[config.mk]
export PLATFORM = sky130hd
export DESIGN_NAME = carrier_win_decode
export DESIGN_NICKNAME = d
export VERILOG_FILES = /design/src/rtl/carrier_win_decode.sv
export SDC_FILE = /design/constraint.sdc
export NUM_CORES = 1
export LEC_CHECK = 0
export ABC_AREA = 1
export BUFFER_PORTS_ARGS = -buffer_cell sky130_fd_sc_hd__buf_2
export CAP_MARGIN = 30
export CORE_ASPECT_RATIO = 1.25
export CORE_MARGIN = 2
export CORE_UTILIZATION = 41
export CTS_CLUSTER_SIZE = 8
export DETAILED_ROUTE_END_ITERATION = 8
export PLACE_DENSITY = 0.89
export SLEW_MARGIN = 40
export SYNTH_ARGS = -nofsm -noshare
export SYNTH_HDL_FRONTEND = slang
export SYNTH_SLANG_ARGS = --single-unit
export TNS_END_PERCENT = 10
[constraint.sdc]
create_clock -name clk -period 2.6 [get_ports clk]
set_clock_uncertainty 0.15 [all_clocks]
set_input_delay 0.26 -clock clk [delete_from_list [all_inputs] [get_ports clk]]
set_output_delay 0.26 -clock clk [all_outputs]
set_load 0.01 [all_outputs]
[src/rtl/carrier_win_decode.sv]
module carrier_win_decode #(
  parameter  int MEM16_OFS_W = 23,
  parameter  int MEM8_OFS_W  = 22,
  localparam int A16    = MEM16_OFS_W + 2,
  localparam int A8     = MEM8_OFS_W + 2,
  localparam int A_HI   = (A16 > A8) ? A16 : A8,
  localparam int ADDR_W = (A_HI > 10) ? A_HI : 10,
  localparam int O_HI   = (MEM16_OFS_W > MEM8_OFS_W) ? MEM16_OFS_W : MEM8_OFS_W,
  localparam int OFS_W  = (O_HI > 7) ? O_HI : 7
) (
  input  logic              clk,
  input  logic              rst_n,
  input  logic              req_valid,
  input  logic [1:0]        req_win,
  input  logic [ADDR_W-1:0] req_addr,
  input  logic              req_size,
  input  logic              req_write,
  input  logic [15:0]       req_wdata,
  input  logic [2:0]        be_mode,
  input  logic [3:0]        slot_present,
  input  logic [15:0]       mod_rdata,
  output logic              mod_stb,
  output logic              mod_write,
  output logic [1:0]        mod_slot,
  output logic [1:0]        mod_space,
  output logic [OFS_W-1:0]  mod_ofs,
  output logic [15:0]       mod_wdata,
  output logic              rsp_valid,
  output logic [15:0]       rsp_rdata
);

  logic              swap_en;
  logic              legal;
  logic [ADDR_W-1:0] eff;
  logic [15:0]       rd_next;

  assign swap_en = (req_win != 2'd2) && (req_win != 2'd3) && be_mode[req_win];
  assign legal   = (req_win != 2'd3) && !(req_win == 2'd2 && req_size);
  assign eff     = req_addr ^ ADDR_W'(swap_en && !req_size);

  always_comb begin
    mod_slot  = '0;
    mod_space = 2'd3;
    mod_ofs   = '0;
    case (req_win)
      2'd0: begin
        mod_slot = eff[9:8];
        case (eff[7:6])
          2'd2:    mod_space = 2'd1;
          2'd3:    mod_space = 2'd2;
          default: mod_space = 2'd0;
        endcase
        mod_ofs = (mod_space == 2'd0) ? OFS_W'(eff[6:0]) : OFS_W'(eff[5:0]);
      end
      2'd1: begin
        mod_slot = eff[MEM16_OFS_W +: 2];
        mod_ofs  = OFS_W'(eff[MEM16_OFS_W-1:0]);
      end
      2'd2: begin
        mod_slot = req_addr[MEM8_OFS_W +: 2];
        mod_ofs  = OFS_W'(req_addr[MEM8_OFS_W-1:0]);
      end
      default: ;
    endcase
  end

  assign mod_stb   = req_valid && legal && slot_present[mod_slot];
  assign mod_write = req_write;
  assign mod_wdata = (swap_en && req_size) ? {req_wdata[7:0], req_wdata[15:8]} : req_wdata;

  always_comb begin
    if (!mod_stb)      rd_next = 16'h0000;
    else if (!req_size) rd_next = {8'h00, mod_rdata[7:0]};
    else if (swap_en)  rd_next = {mod_rdata[7:0], mod_rdata[15:8]};
    else               rd_next = mod_rdata;
  end

  always_ff @(posedge clk or negedge rst_n) begin
    if (!rst_n) begin
      rsp_valid <= 1'b0;
      rsp_rdata <= 16'h0000;
    end else begin
      rsp_valid <= req_valid && !req_write;
      if (req_valid && !req_write) rsp_rdata <= rd_next;
    end
  end

  assert_resv_win_quiet_R1: assert property (@(posedge clk) disable iff (!rst_n)
    (req_win == 2'd3) |-> !mod_stb);
  assert_id_int_ofs_R3: assert property (@(posedge clk) disable iff (!rst_n)
    (mod_stb && req_win == 2'd0 && mod_space != 2'd0) |-> (mod_ofs < OFS_W'(64)));
  assert_byte_only_mem8_R5: assert property (@(posedge clk) disable iff (!rst_n)
    (mod_stb && req_win == 2'd2) |-> !req_size);
  assert_empty_read_zero_R8: assert property (@(posedge clk) disable iff (!rst_n)
    (req_valid && !req_write && !slot_present[mod_slot]) |=> (rsp_rdata == 16'h0000));
  assert_rsp_pulse_R9: assert property (@(posedge clk) disable iff (!rst_n)
    (req_valid && !req_write) |=> rsp_valid);
  assert_no_rsp_on_write_R9: assert property (@(posedge clk) disable iff (!rst_n)
    !(req_valid && !req_write) |=> !rsp_valid);
  assert_byte_read_hi_zero_R11: assert property (@(posedge clk) disable iff (!rst_n)
    (req_valid && !req_write && !req_size) |=> (rsp_rdata[15:8] == 8'h00));

endmodule

==> summary.txt, run 1 <==
Clocking
  – Root Driver: clkbuf_8
  – Post-CTS Hold Buffers: 1
  – Maximum root-to-sink buffer count: 2
  – Num Clock Sinks: 17
  – Num CTS Buffers: 3
  – # Post-CTS Setup Buffers: 0
  – CTS tree: built
  – H-tree depth: 1
  – Post-CTS sizing: 0
  – Clk slew on worst S/H paths: 0.06 ns
  – Clock latency at the later pin of the worst-skew pair: 0.25 ns

Worst setup path
  – Endpoint class of the critical path: output port
  – Crit-path max FO: 16
  – WP data arrival: 1.40 ns
  – CP Class: in2out
  – Nature of the critical path startpoint: input pin
  – Required time of the worst setup path: 2.19 ns

STA
  – Relative max-transition margin: 0.711
  – Setup TNS: 0 ns
  – Final hold vios: 0
  – Period utilisation layout: 0.694
  – Final setup vio count: 0
  – Pins Over Slew Limit: 0
  – Max Clk Rate: 554 MHz
  – RSZ-0062 raised after global routing: false
  – Worst-Margin Slew: 0.433 ns
  – Tmin final: 1.81 ns
  – Worst setup margin: 0.795 ns

Placement
  – Gpl congestion: 0.884
  – Port buffer count: 131
  – Setup WS pre-CTS: 0.772 ns
  – Final HPWL DP: 3920 um

Power and ir drop
  – NetSw: 0.000277 W
  – P_int: 0.000514 W
  – Leak: 1.55 nW
  – Part of the power in combinational logic: 0.387
  – VDD IR max: 0.000391 V
  – Seq pwr share: 0.362
  – Sw frac: 0.350
  – Clock power share: 0.251
  – PD cells: 352 nW/um2

Finish
  – Fraction of layout cells with a size suffix above 1: 0.379
  – Fillers: 327
  – N_diodes: 0
  – Syn-to-layout area delta: 47.2%
  – Register area: 425 um2
  – Area of the multi-input gates: 841 um2
  – Most frequent cells in the layout: 131 x buf_2, 76 x nand2_1, 50 x nor2_1, 47 x inv_1
  – Nets: 470
  – Most common cell after layout, fill and taps aside: buf_2

Global routing
  – Gr ovfl total: 0
  – First-pass GRT wire length: 7760 um
  – Pin count of the biggest net entering global routing: 33
  – Antenna violations before repair: 0
  – Number of global-route vias before repair: 1991
  – All-Layer GR Usage: 0.230

Detailed routing
  – Total routed wirelength: 4780 um
  – Iteration-0 DRC Markers: 97
  – Drt first pass iters: 5
  – DRC violations left: 0
  – Routed via count: 2059
  – Routed vias/inst: 4.71
  – Post-route ant nets: 0
  – Drt wl/cell: 10.9 um

Yosys
  – Synthesized area: 1520 um2
  – Seq/Total Area, Yosys: 0.279
  – Simple-gate share of the synthesized area: 0.445
  – Synthesized netlist cell count: 269
  – Main area contributors after synthesis: dfrtp_1 28%, nand2_1 19%, nor2_1 12%
  – Main combinational cell family by area after synthesis: simple AND/OR/NAND/NOR gates
  – Synth Area in XOR/XNOR: 0
  – Synth Area in Compound Gates: 0.107
  – Synthesized net count: 340
  – Adder and majority cell fraction of the synthesized area: 0
  – Largest area contributor in the netlist: dfrtp_1
  – Unique masters post-synth: 23
  – Mean Syn Cell Area: 5.67 um2
  – Mux contribution to synthesized area: 0
  – Yosys synthesis warning count: 0
  – Synthesized flop and latch total: 17
  – Top cell type's share of synthesized area: 0.279

Floorplanning
  – Die area: 4220 um2
  – Site Rows: 24
  – Die Y: 72.2 um
  – Core Area: 3510 um2
  – Initial Utilization: 0.434
  – Die X: 58.5 um
  – # IOs: 133

Flow run
  – Max Cap Violations: 0

Outcome
  – Status: complete, no violations

Worst hold path
  – Hold Crit Class: in2reg
layout make-up:
cell class,instances,area share
clock buffers,4,0.0201
flip-flops and latches,17,0.190
inverters,52,0.0870
repair buffers,135,0.307
multi-input cells,190,0.375
well taps,39,0.0218
sequential cells by signal, indices dropped and copies added, names as in the netlist:
register,cells
rsp_rdata,16
rsp_valid,1
cells in the mapped netlist:
cell type and number:
a211oi_1 1, a211oi_2 1, a21boi_0 1, a21oi_1 1, and3_1 1, buf_2 2
buf_4 4, buf_6 1, clkbuf_1 3, clkinv_1 1, dfrtp_1 17, inv_1 47
inv_2 4, nand2_1 76, nand2_2 2, nand3_1 21, nand3_2 5, nand4_1 2
nor2_1 50, nor2_2 2, o21ai_0 21, o21ai_1 5, or2_1 1
per-layer routing:
layer	wire length [um]	part of all wire	track usage
met5	0	0	0
met4	91	0.019	0.0930
met3	402	0.084	0.0285
met2	2560	0.54	0.447
met1	1720	0.36	0.242
logic make-up (layout without fill, tap and decap cells):
family / count (synthesis) / count (layout)
AOI/OAI and AO/OA: 30 / 30
buffers and inverters: 62 / 191
DFF: 17 / 17
and+or+nand+nor: 160 / 160
power by group through the flow:
stage | Combinational, W | Sequential (W) | Clock, W
2_1_floorplan | 0.000157 | 0.000298 | 0
3_3_place_gp | 0.000301 | 0.000291 | 0
3_5_place_dp | 0.000306 | 0.000291 | 0
4_1_cts | 0.000309 | 0.000286 | 0.000201
5_1_grt | 0.000344 | 0.000288 | 0.000207
6_report | 0.000306 | 0.000286 | 0.000198
per-stage QoR:
stage,utilization,power [W],instance area (um2),cells,hold slack [ns]
after floorplan,-,0.000455,1520,269,-0.186
after global placement,0.623,0.000591,2190,432,0.0419
after detailed placement,0.623,0.000597,2190,432,0.0484
after CTS,0.639,0.000797,2240,437,0.228
after global routing,0.639,0.000839,2240,437,0.265
final,0.639,0.000790,2240,437,0.231
worst max-delay path: stages:
cell and delay (ns):
buf_2 0.14, inv_1 0.10, nand2_1 0.06, nand2_1 0.10, nand3_2 0.07, inv_1 0.33
nand2_1 0.09, o21ai_0 0.08, buf_2 0.15
final timing paths:
path / start / endpoint / slack (ns) / depth (start not counted)
hold reg to reg: rsp_rdata[6] / rsp_rdata[6] / 0.32 / 2
min in group asynchronous: rst_n / rsp_rdata[8] / 0.30 / 2
setup reg to reg: rsp_rdata[1] / rsp_rdata[1] / 1.83 / 2
setup / recovery: req_win[0] / mod_wdata[3] / 0.79 / 9
hold / removal: mod_rdata[14] / rsp_rdata[6] / 0.23 / 5
max in group asynchronous: rst_n / rsp_rdata[14] / 1.73 / 2
No activity file was read; power rests on OpenSTA's default activity.
==> run 2, diff against run 1 <==
--- a/config.mk
+++ b/config.mk
@@ -10,10 +10,10 @@
 export CAP_MARGIN = 30
 export CORE_ASPECT_RATIO = 1.25
 export CORE_MARGIN = 2
-export CORE_UTILIZATION = 41
+export CORE_UTILIZATION = 38
 export CTS_CLUSTER_SIZE = 8
 export DETAILED_ROUTE_END_ITERATION = 8
-export PLACE_DENSITY = 0.89
+export PLACE_DENSITY = 0.84
 export SLEW_MARGIN = 40
 export SYNTH_ARGS = -nofsm -noshare
 export SYNTH_HDL_FRONTEND = slang
==> constraint.sdc (replaced) <==
create_clock -name clk -period 1.8 [get_ports clk]
set_clock_uncertainty 0.15 [all_clocks]
set_input_delay 0.18 -clock clk [delete_from_list [all_inputs] [get_ports clk]]
set_output_delay 0.18 -clock clk [all_outputs]
set_load 0.01 [all_outputs]
==> summary.txt, run 2 (synthesis gave the netlist of run 1 again) <==
Outcome
  – Status: complete, no violations

Global routing
  – Pin count of the biggest net entering global routing: 33
  – Number of global-route vias before repair: 1885
  – Gr ovfl total: 0
  – All-Layer GR Usage: 0.204
  – Antenna violations before repair: 0
  – First-pass GRT wire length: 7340 um

STA
  – Final setup vio count: 0
  – Tmin final: 1.63 ns
  – Worst-Margin Slew: 0.383 ns
  – Relative max-transition margin: 0.744
  – Max Clk Rate: 614 MHz
  – RSZ-0062 raised after global routing: false
  – Setup TNS: 0 ns
  – Pins Over Slew Limit: 0
  – Final hold vios: 0
  – Period utilisation layout: 0.905

Detailed routing
  – Routed vias/inst: 4.56
  – Total routed wirelength: 4730 um
  – Post-route ant nets: 0
  – DRC violations left: 0
  – Drt first pass iters: 4
  – Drt wl/cell: 10.4 um
  – Iteration-0 DRC Markers: 180
  – Routed via count: 2074

Power and ir drop
  – Leak: 1.56 nW
  – VDD IR max: 0.000190 V
  – PD cells: 501 nW/um2

Finish
  – Most frequent cells in the layout: 131 x buf_2, 76 x nand2_1, 50 x nor2_1, 46 x inv_1
  – Fraction of layout cells with a size suffix above 1: 0.387
  – Nets: 473
  – Most flops, register: rsp_rdata
  – N_diodes: 0
  – Most common cell after layout, fill and taps aside: buf_2
  – Syn-to-layout area delta: 51.0%
  – Max reg flops: 16
  – Largest regs: rsp_rdata (16), rsp_valid (1)
  – Final Util: 0.603

Placement
  – Port buffer count: 131
  – Final HPWL DP: 3830 um
  – Gpl congestion: 0.868

Floorplanning
  – Die area: 4540 um2
  – Initial Utilization: 0.399
  – Site Rows: 25
  – Die Y: 74.8 um
  – Die X: 60.6 um
  – Core Area: 3820 um2
  – # IOs: 133

Clocking
  – Clk slew on worst S/H paths: 0.06 ns
  – H-tree depth: 1
  – Num Clock Sinks: 17
  – Maximum root-to-sink buffer count: 2
  – Root Driver: clkbuf_8
  – CTS tree: built
  – Num CTS Buffers: 3
  – Clock latency at the later pin of the worst-skew pair: 0.25 ns

Worst setup path
  – Required time of the worst setup path: 1.47 ns
  – Crit-path max FO: 16
  – CP Class: in2out
  – WP data arrival: 1.30 ns
  – Endpoint class of the critical path: output port
  – Nature of the critical path startpoint: input pin

Flow run
  – Max Cap Violations: 0

Worst hold path
  – Hold Crit Class: in2reg
## run 2: power breakdown
group / leakage, nW / switching, W / total (W) / internal (W)
sequential: 0.233 / 0.00000961 / 0.000413 / 0.000403
clock: 0.0228 / 0.000128 / 0.000285 / 0.000157
combinational: 1.31 / 0.000263 / 0.000455 / 0.000192
total: 1.56 / 0.000401 / 0.00115 / 0.000752
## run 2: final timing paths
kind,slack (ns),cells past startpoint,startpoint,end
max in group asynchronous,1.00,2,rst_n,rsp_rdata[11]
min in group asynchronous,0.22,2,rst_n,rsp_rdata[5]
worst min register to register,0.32,2,rsp_rdata[5],rsp_rdata[5]
worst max-delay path,0.17,8,req_win[0],mod_wdata[6]
worst max register to register,1.04,2,rsp_rdata[6],rsp_rdata[6]
worst min-delay path,0.15,5,mod_rdata[2],rsp_rdata[10]
## run 2: layout make-up
| class | count | area [um2] |
|---|---|---|
| clock buffers | 4 | 45.0 |
| multi-input cells | 190 | 841 |
| repair buffers | 138 | 723 |
| inverters | 52 | 199 |
| flip-flops and latches | 17 | 425 |
| fillers | 369 | 1520 |
| well taps | 54 | 67.6 |
## run 2: stage by stage
stage / hold WS [ns] / cells / cell area, um2 / setup slack (ns) / power (W)
2_1_floorplan: -0.266 / 269 / 1520 / 0.438 / 0.000657
3_3_place_gp: -0.0375 / 450 / 2240 / 0.170 / 0.000866
3_5_place_dp: -0.0325 / 450 / 2240 / 0.120 / 0.000875
4_1_cts: 0.148 / 455 / 2300 / 0.122 / 0.00116
5_1_grt: 0.191 / 455 / 2300 / 0.0135 / 0.00123
6_report: 0.151 / 455 / 2300 / 0.172 / 0.00115
## run 2: critical path, stage by stage
cell and delay [ns]:
buf_2 0.16, inv_1 0.09, nand2_1 0.07, nand2_1 0.08
nand3_2 0.10, clkinvlp_4 0.24, o21ai_0 0.22, buf_2 0.15
## run 2: metal layers
metal  global-route usage  vias up  share of wire
li1                     -     1076              -
met1                0.224      892           0.39
met2                0.386       96           0.52
met3               0.0241       10          0.076
met4               0.0821        0          0.015
met5                    0        -              0
## run 2: timing repair
action	in CTS	in global routing
resized for setup	0	1
endpoints found under the setup margin	0	7
hold buffers	1	0
buffers inserted	0	0
endpoints found under the hold margin	17	0
